## src/rtl/agen_pkg.sv

```systemverilog
package agen_pkg;

    // load port register select codes
    typedef enum logic [2:0] {
        SEL_INDEX = 3'd0,
        SEL_STEP  = 3'd1,
        SEL_BASE  = 3'd2,
        SEL_SPAN  = 3'd3,
        SEL_REVW  = 3'd4
    } ld_sel_e;

    // access mode
    typedef enum logic {
        MODE_CIRC = 1'b0,
        MODE_BREV = 1'b1
    } acc_mode_e;

endpackage

```

## src/rtl/agen_regs.sv

```systemverilog
module agen_regs
    import agen_pkg::*;
#(
    parameter int unsigned AW = 16,
    parameter int unsigned RW = 4
) (
    input  logic          clk,
    input  logic          rst_n,
    input  logic          ld_en,
    input  logic [2:0]    ld_sel,
    input  logic [AW-1:0] ld_val,
    input  logic          acc_en,
    input  logic [AW-1:0] idx_upd,
    output logic [AW-1:0] idx_q,
    output logic [AW-1:0] step_q,
    output logic [AW-1:0] base_q,
    output logic [AW-1:0] span_q,
    output logic [RW-1:0] revw_q
);

    typedef struct packed {
        logic [AW-1:0] idx;
        logic [AW-1:0] step;
        logic [AW-1:0] base;
        logic [AW-1:0] span;
        logic [RW-1:0] revw;
    } regs_t;

    regs_t st_d, st_q;

    always_comb begin
        st_d = st_q;
        // post-modify first, so an index load in the same cycle wins
        if (acc_en) begin
            st_d.idx = idx_upd;
        end
        if (ld_en) begin
            case (ld_sel)
                SEL_INDEX: st_d.idx  = ld_val;
                SEL_STEP:  st_d.step = ld_val;
                SEL_BASE:  st_d.base = ld_val;
                SEL_SPAN:  st_d.span = ld_val;
                SEL_REVW:  st_d.revw = ld_val[RW-1:0];
                default:   st_d      = st_d;
            endcase
        end
    end

    always_ff @(posedge clk) begin
        if (!rst_n) begin
            st_q <= '0;
        end else begin
            st_q <= st_d;
        end
    end

    assign idx_q  = st_q.idx;
    assign step_q = st_q.step;
    assign base_q = st_q.base;
    assign span_q = st_q.span;
    assign revw_q = st_q.revw;

endmodule

```

## src/rtl/agen_circ.sv

```systemverilog
module agen_circ #(
    parameter int unsigned AW = 16
) (
    input  logic [AW-1:0] idx,
    input  logic [AW-1:0] step,
    input  logic [AW-1:0] base,
    input  logic [AW-1:0] span,
    output logic [AW-1:0] idx_wrap
);

    // two guard bits: one for the carry above base+span, one for sign
    localparam int unsigned EW = AW + 2;

    logic signed [EW-1:0] sum_s;
    logic signed [EW-1:0] lo_s;
    logic signed [EW-1:0] hi_s;
    logic signed [EW-1:0] span_s;
    logic signed [EW-1:0] res_s;
    logic                 step_neg;

    always_comb begin
        step_neg = step[AW-1];
        span_s   = $signed({2'b00, span});
        sum_s    = $signed({2'b00, idx}) + $signed({{2{step[AW-1]}}, step});
        lo_s     = $signed({2'b00, base});
        hi_s     = lo_s + span_s;
        res_s    = sum_s;
        if (span != '0) begin
            if (!step_neg && (sum_s >= hi_s)) begin
                res_s = sum_s - span_s;
            end else if (step_neg && (sum_s < lo_s)) begin
                res_s = sum_s + span_s;
            end
        end
        idx_wrap = res_s[AW-1:0];
    end

endmodule

```

## src/rtl/agen_brev.sv

```systemverilog
module agen_brev #(
    parameter int unsigned AW = 16,
    parameter int unsigned RW = 4
) (
    input  logic [AW-1:0] idx,
    input  logic [AW-1:0] base,
    input  logic [RW-1:0] revw,
    output logic [AW-1:0] addr
);

    localparam logic [RW:0] TOP = RW'(AW - 1);

    logic [AW-1:0] rev_full;
    logic [RW:0]   shamt;
    logic [AW-1:0] rev_low;
    logic [AW-1:0] low_mask;

    // mirror the whole index once; the field width then picks a right shift
    for (genvar g = 0; g < AW; g++) begin : g_mirror
        assign rev_full[g] = idx[AW-1-g];
    end

    always_comb begin
        shamt    = TOP - {1'b0, revw};
        rev_low  = rev_full >> shamt;
        low_mask = {AW{1'b1}} >> shamt;
        addr     = (base & ~low_mask) | (rev_low & low_mask);
    end

endmodule

```

## src/rtl/circ_brev_agen.sv

```systemverilog
module circ_brev_agen
    import agen_pkg::*;
#(
    parameter int unsigned AW = 16
) (
    input  logic          clk,
    input  logic          rst_n,
    input  logic          ld_en,
    input  logic [2:0]    ld_sel,
    input  logic [AW-1:0] ld_val,
    input  logic          acc_en,
    input  logic          acc_mode,
    output logic [AW-1:0] addr_out
);

    localparam int unsigned RW = $clog2(AW);

    logic [AW-1:0] idx_q;
    logic [AW-1:0] step_q;
    logic [AW-1:0] base_q;
    logic [AW-1:0] span_q;
    logic [RW-1:0] revw_q;
    logic [AW-1:0] idx_circ;
    logic [AW-1:0] idx_lin;
    logic [AW-1:0] idx_upd;
    logic [AW-1:0] addr_rev;

    agen_regs #(.AW(AW), .RW(RW)) i_regs (
        .clk     (clk),
        .rst_n   (rst_n),
        .ld_en   (ld_en),
        .ld_sel  (ld_sel),
        .ld_val  (ld_val),
        .acc_en  (acc_en),
        .idx_upd (idx_upd),
        .idx_q   (idx_q),
        .step_q  (step_q),
        .base_q  (base_q),
        .span_q  (span_q),
        .revw_q  (revw_q)
    );

    agen_circ #(.AW(AW)) i_circ (
        .idx      (idx_q),
        .step     (step_q),
        .base     (base_q),
        .span     (span_q),
        .idx_wrap (idx_circ)
    );

    agen_brev #(.AW(AW), .RW(RW)) i_brev (
        .idx  (idx_q),
        .base (base_q),
        .revw (revw_q),
        .addr (addr_rev)
    );

    always_comb begin
        idx_lin = idx_q + step_q;
        if (acc_mode == MODE_BREV) begin
            idx_upd  = idx_lin;
            addr_out = addr_rev;
        end else begin
            idx_upd  = idx_circ;
            addr_out = idx_q;
        end
    end

endmodule

```

## config.mk

```make
export PLATFORM = sky130hd
export DESIGN_NAME = circ_brev_agen
export DESIGN_NICKNAME = d
export VERILOG_FILES = /design/src/rtl/agen_pkg.sv /design/src/rtl/agen_regs.sv /design/src/rtl/agen_circ.sv /design/src/rtl/agen_brev.sv /design/src/rtl/circ_brev_agen.sv
export SDC_FILE = /design/constraint.sdc
export NUM_CORES = 1
export LEC_CHECK = 0
export BUFFER_PORTS_ARGS = -buffer_cell sky130_fd_sc_hd__clkbuf_2
export CAP_MARGIN = 40
export CORE_MARGIN = 1.5
export CORE_UTILIZATION = 45
export DETAILED_ROUTE_END_ITERATION = 16
export PLACE_DENSITY = 0.62
export SYNTH_ARGS = -nofsm -noshare
export SYNTH_HDL_FRONTEND = slang
export SYNTH_SLANG_ARGS = --single-unit
```

## constraint.sdc

```tcl
create_clock -name clk -period 4.8 [get_ports clk]
set_input_delay 0.96 -clock clk [delete_from_list [all_inputs] [get_ports clk]]
set_output_delay 0.96 -clock clk [all_outputs]
set_load 0.01 [all_outputs]
```

== Yosys cells after proc, flatten, opt, wreduce, memory -nomap -nowiden ==
Index checks and enable logic that the tools add are counted.
Operators by class
  reductions and logical operators: 9
  shift operators: 2
  bitwise logic cells: 4
  equal/unequal tests: 4
  multiplexer cells: 12
  add/sub/neg operators: 6
  $lt $le $gt $ge: 2
Operator list (count)
  16-bit 2-to-1 mux: 10
  68-bit 2-to-1 mux: 1
  16-bit adder: 2
  16-bit bitwise AND: 2
  17-bit by 16-bit adder with 18-bit output: 1
  18-bit greater-or-equal comparator: 1
  18-bit by 17-bit < comparator with 1-bit output: 1
  16-bit by 16-bit adder with 17-bit output: 1
  16-bit inverter: 1
  16-bit bitwise OR: 1
  16-bit nonzero test: 1
  16-bit by 5-bit right shift with 16-bit output: 1
  16-bit by 5-bit right shift with 16-bit output (first input constant): 1
  16-bit subtractor: 1
  2-bit AND reduction: 4
  3-bit by 2-bit equality test with 1-bit output (second input constant): 2
  4-bit by 4-bit subtractor with 5-bit output (first input constant): 1
  4-bit 2-to-1 mux: 1
  3-bit by 1-bit equality test with 1-bit output (second input constant): 1
  3-bit equality test (second input constant): 1
  3-bit logical NOT: 1
  1-bit logical AND: 2
  1-bit logical NOT: 1
Storage, ports and cells
  output and inout port bits: 16
  input bits: 24
  register bits: 68
  word-level logic and storage cells: 44

== Longest topological paths before layout ==
  word-level depth: 10
  gate-level depth with buffers: 23
  gate-level depth less buffers: 21

== By module ==
From an unflattened synthesis, not the netlist that was laid out.
Unflattened totals
  cells, all modules: 1107
  area, all modules: 8693.3 µm²
Modules (own cells, without submodules)
  agen_circ: cells an instance 550, area each 4028.9 µm², times used 1, seq. area each 0.0 µm²
  agen_regs: cells an instance 284, area each 2618.8 µm², times used 1, seq. area each 1361.3 µm²
  circ_brev_agen: cells an instance 157, area each 1242.4 µm², times used 1, seq. area each 0.0 µm²
  agen_brev: cells an instance 116, area each 803.3 µm², times used 1, seq. area each 0.0 µm²

== Worst setup path after synthesis ==
OpenSTA, ideal clock, no wires.
  path type: register to register
  from: reg i_regs.st_q, in the netlist i_regs.span_q[0]
  to: reg i_regs.st_q, in the netlist i_regs.idx_q[5]
  setup time: 0.133 ns
  data arrival time: 4.302 ns
  required time: 4.667 ns
  clock period less this slack: 4.435 ns
  setup slack: 0.365 ns
  buffers on the path: 2
  cell stages (with the launch flop): 23
  cell sequence: dfxtp_1 ha_1 fa_1 a21o_1 a21oi_1 o21bai_1 a21oi_1 o21bai_1 a21oi_1 nor2_1 o21a_1 o41ai_1 o21ai_0 a31oi_1 ha_1 a21boi_1 o21a_1 o21ai_1 buf_2 buf_2 o221ai_1 a221oi_1 o22ai_1
On the way
  word-level cells in the longest chain between the ends: 9
  elaborated cells between the ends (all ways): 13
  those cells by class: 3 x add/sub; 1 x order compare; 7 x mux; 2 x reduce/logical
RTL lines
  from (decl): line agen_regs.sv:29  | regs_t st_d, st_q;
  from (signal assigned): line agen_regs.sv:53  | st_q <= st_d;
  16-bit by 16-bit adder with 17-bit output: line agen_circ.sv:26  | hi_s = lo_s + span_s;
  18-bit greater-or-equal comparator: line agen_circ.sv:29  | if (!step_neg && (sum_s >= hi_s)) begin
  1-bit logical AND: line agen_circ.sv:29
  16-bit 2-to-1 mux: line agen_circ.sv:29
  16-bit 2-to-1 mux *: line agen_circ.sv:28  | if (span != '0) begin
  16-bit 2-to-1 mux *: line circ_brev_agen.sv:60  | if (acc_mode == MODE_BREV) begin
  16-bit 2-to-1 mux *: line agen_regs.sv:34  | if (acc_en) begin
  16-bit 2-to-1 mux: line agen_regs.sv:38  | case (ld_sel)
  68-bit 2-to-1 mux *: line agen_regs.sv:37  | if (ld_en) begin
Every way passes the cells marked *; elsewhere a longest branch is shown, timed or not.
A chain may end at the register's enable or synchronous reset.

== Worst setup path in the final report ==
  from: reg i_regs.st_q, in the netlist i_regs.base_q[0]
  to: reg i_regs.st_q, in the netlist i_regs.idx_q[14]
On the way
  word-level cells in the longest chain between the ends: 9
  elaborated cells between the ends (all ways): 12
  those cells by class: 1 x add/sub; 2 x order compare; 7 x mux; 2 x reduce/logical
RTL lines (line)
  16-bit by 16-bit adder with 17-bit output / 18-bit by 17-bit < comparator with 1-bit output (equally long branches): agen_circ.sv:26, agen_circ.sv:31
  18-bit greater-or-equal comparator / 1-bit logical AND (equally long branches): agen_circ.sv:29, agen_circ.sv:31
  1-bit logical AND / 16-bit 2-to-1 mux (equally long branches): agen_circ.sv:29, agen_circ.sv:31
  16-bit 2-to-1 mux *: agen_circ.sv:29
  16-bit 2-to-1 mux *: agen_circ.sv:28
  16-bit 2-to-1 mux *: circ_brev_agen.sv:60
  16-bit 2-to-1 mux *: agen_regs.sv:34
  16-bit 2-to-1 mux: agen_regs.sv:38
  68-bit 2-to-1 mux *: agen_regs.sv:37
Marks and branches as above.

==> metrics.cfg <==
[run_status]
outcome=complete, no violations

[setup_path]
critical_path_arrival_ns=4.76
critical_path.top_delay_family=compound AO/OA/AOI/OAI gates
startpoint_type=flip-flop
r2r_start=i_regs.base_q[0]
cp.required_ns=5.04
worstPathCellList=ha_1 > fa_1 > a21o_1 > a21oi_2 > o21bai_1 > a21oi_2 > o21bai_1 > a21oi_2 > nor2_1 > o21a_1 > o41ai_4 > o21ai_1 > xnor2_1 > ha_1 > nand3_1 > o211ai_1 > o21ai_1 > buf_12 > a21oi_4 > buf_4 > or2_0 > a31o_2
critPathMostFrequentCell=sky130_fd_sc_hd__a21oi_2
worstRegToRegCells=22
slowest_delay_ns=0.42
crit_path_top_delay_cell=sky130_fd_sc_hd__fa_1
critical_path_peak_fanout=23
regToRegSetupSlack_ns=0.28
reg2reg_to=i_regs.idx_q[14]
sum_of_buffers_and_inverters_on_the_critical_path=2
setup.worst_path.class=flip-flop to flip-flop
setup.worst_path.end_class=flip-flop

[yosys]
synthTopCellsByArea=sky130_fd_sc_hd__dfxtp_1 (18%), sky130_fd_sc_hd__ha_1 (15%), sky130_fd_sc_hd__a21oi_1 (8.6%), sky130_fd_sc_hd__nand2_1 (6.9%), sky130_fd_sc_hd__mux2i_1 (3.4%)
yosysTopAreaCell=sky130_fd_sc_hd__dfxtp_1
yosysSeqAreaShare_pct=18.2
yosys_warnings=0
count_of_state_elements_after_synthesis=68
synth-edff-count=0
syn-cell-area_um2=7470
mean_cell_area_of_the_mapped_netlist_um2=7.57
synth_cell_type_count=80
post-synth-top-area-fraction_pct=18.2
most_used_flip_flop_cell_after_synthesis=sky130_fd_sc_hd__dfxtp_1
syn_inst=987
net_count_of_the_mapped_netlist=1104
synth-async-reset-ratio_pct=0

[routing]
drt-vias-per-instance=6.00
drt-total-wl_um=24700
vias=7500
drc=0
wl_per_cell_um=19.7
drtAntennaViolNets=0
drtPass1Iterations=5
initialDrtViolationCount=622

[floorplan]
floorplan.die_area_um2=17400
core.rowCount=46
pin_count=40
floorplan.die.height_um=132
die_w_um=132
floorplan.initialDensity_pct=46.5
floorplan.core_area_um2=16100

[grt]
grt_overflow_total=0
number_of_global_route_vias_before_repair=6726
grt_max_degree=38
antenna_found_initial=0
grt_first_pass_wirelength_um=37900
gr-usage-all-layers_pct=27.6

[timing]
worstMarginPinSlew_ns=1.17
hold_ws_ns=0.463
slew_headroom_pct=20.9
worst_clock_skew_ns=0.00756
timing.setup.tns_ns=0
final.min_clock_period_ns=4.52
upper_clock_frequency_limit_mhz=221
timing_hold_violations_final=0
final.setup.worst_slack_ns=0.277
finalMaxSlewViolations=0
final.period_utilization_pct=94.2
setup_viols_final=0

[hold_path]
hold_path.class=flip-flop to flip-flop
holdPathEnd=i_regs.step_q[14]
holdCritStartpoint=i_regs.step_q[14]
whs_path_depth=2

[place]
placement.setup.worst_slack_ns=-0.0700
place_congestion=0.911
port_buffers=39
hpwl_um=18800

[job]
maxCapViolCount=0

[pwr]
power_density_nw_per_um2=258
totalPowerFinal_uw=2190
cellLeakagePower_uw=0.00352
maximum_vdd_drop_mv=0.169

[final_layout]
layout-drive-gt1-share_pct=15.1
area_growth_syn_to_layout_pct=13.7
multi_input_comb_area_um2=5820
nNetsFinal=1147
final-seq-area_um2=1360
insertedDiodeCount=0
post-route-util_pct=52.9
n_fill_cell=1558

[clock_tree]
tritoncts.num_buffers=9
cts_sinks=68
cts_tree=yes
cts.root.buffer_cell=sky130_fd_sc_hd__clkbuf_16
cts_max_path_buffers=2
clock_pin_transition_on_the_worst_setup_and_hold_timing_paths_ns=0.06
cts_htree_levels=3
later_pin_clock_latency_in_the_skew_report_ns=0.35

what timing repair did:
item                       CTS  global route
setup endpoints to repair    7            16
gates resized for setup      5            23
pin swaps                    0             9
cloned                       0             2
hold buffers                 0             0
setup buffers                0             4
report_power, final:
| group | leakage, uW | switching, uW | total, uW | internal (uW) |
|---|---|---|---|---|
| Sequential | 0.000552 | 40.2 | 630 | 590 |
| Combinational | 0.00282 | 530 | 902 | 372 |
| Clock | 0.000145 | 260 | 663 | 403 |
| Total | 0.00352 | 829 | 2190 | 1360 |
metrics by stage:
| step | cell area (um^2) | std cells |
|---|---|---|
| after floorplan | 7470 | 987 |
| after global placement | 8020 | 1228 |
| after detailed placement | 8030 | 1229 |
| after CTS | 8360 | 1244 |
| after global routing | 8490 | 1250 |
| final | 8490 | 1250 |
routing by layer:
layer  GRT usage [%]  wire length (um)
met4            8.83               722
met1            38.2             11000
met5               0                 0
met2            44.6             11500
met3            3.31              1440
registers in the layout (all words and copies together), names as in the netlist:
signal	flops
i_regs.idx_q	16
i_regs.base_q	16
i_regs.span_q	16
i_regs.revw_q	4
i_regs.step_q	16
layout by cell type, fill, tap and decap left out, types with 9 or more instances in the layout:
| cell | instances |
|---|---|
| sky130_fd_sc_hd__a31oi_1 | 12 |
| sky130_fd_sc_hd__nor2_1 | 54 |
| sky130_fd_sc_hd__xnor2_1 | 16 |
| sky130_fd_sc_hd__a21o_1 | 19 |
| sky130_fd_sc_hd__a21oi_1 | 124 |
| sky130_fd_sc_hd__dfxtp_1 | 68 |
| sky130_fd_sc_hd__ha_1 | 89 |
| sky130_fd_sc_hd__o21ai_0 | 43 |
| sky130_fd_sc_hd__mux2i_1 | 25 |
| sky130_fd_sc_hd__o31ai_1 | 11 |
| sky130_fd_sc_hd__clkbuf_2 | 39 |
| sky130_fd_sc_hd__nand2_1 | 138 |
| sky130_fd_sc_hd__xor2_1 | 13 |
| sky130_fd_sc_hd__nand3_1 | 13 |
| sky130_fd_sc_hd__buf_4 | 36 |
| sky130_fd_sc_hd__o211ai_1 | 21 |
| sky130_fd_sc_hd__inv_1 | 57 |
| sky130_fd_sc_hd__nor3_1 | 16 |
| sky130_fd_sc_hd__or3_1 | 12 |
| sky130_fd_sc_hd__mux2_2 | 18 |
| sky130_fd_sc_hd__nor2b_1 | 10 |
| sky130_fd_sc_hd__a211oi_1 | 10 |
| sky130_fd_sc_hd__o21bai_1 | 9 |
| sky130_fd_sc_hd__nand2b_1 | 16 |
| sky130_fd_sc_hd__clkbuf_16 | 9 |
worst register-to-register path: cells and delay by family, from the launching register on:
family | cells | cell delay [ns]
adders and majority gates | 3 | 0.96
and+or+nand+nor | 3 | 0.35
DFF | 1 | 0.32
AOI/OAI and AO/OA | 13 | 2.23
buffers and inverters | 2 | 0.40
xor gates and xnor gates | 1 | 0.15
cell usage after synthesis, drive strengths merged, types with 12 or more instances:
cell type,n
nor2,54
nand2b,17
or3,12
ha,89
nor3,18
nand2,138
a21o,19
o211ai,22
xnor2,17
mux2,18
a31oi,13
xor2,15
o21ai,48
dfxtp,68
inv,57
mux2i,25
nand3,13
a21oi,130
clkbuf,40
worst max path at each step:
| stage | startpoint | endpoint | slack [ns] | depth (start not counted) |
|---|---|---|---|---|
| after detailed placement | i_regs.base_q[0] | i_regs.idx_q[11] | -0.07 | 21 |
| final | i_regs.base_q[0] | i_regs.idx_q[14] | 0.28 | 22 |
| after CTS | i_regs.step_q[0] | i_regs.idx_q[4] | 0.04 | 20 |
| after global placement | i_regs.idx_q[0] | i_regs.idx_q[15] | 0.02 | 18 |
| after floorplan | i_regs.span_q[0] | i_regs.idx_q[5] | 0.36 | 22 |
| after global routing | i_regs.idx_q[0] | i_regs.idx_q[15] | -0.02 | 18 |
layout make-up:
cell class                 count  area share [%]
clock buffer                  14            3.34
clock inverter                 1          0.0589
inverter                      59            2.61
multi-input combinational    812            68.5
sequential                    68            16.0
tap                          216            3.18
timing repair buffer          80            6.29
kinds of logic after synthesis:
kind of cell | Yosys count | share of synthesized area, %
fa+ha+maj | 93 | 16.0
mux | 47 | 7.27
buf+inv | 108 | 5.66
simple gates | 298 | 18.4
xor+xnor | 32 | 4.10
flops | 68 | 18.2
compound gates | 341 | 30.3
Power figures use the tool's default switching activity.
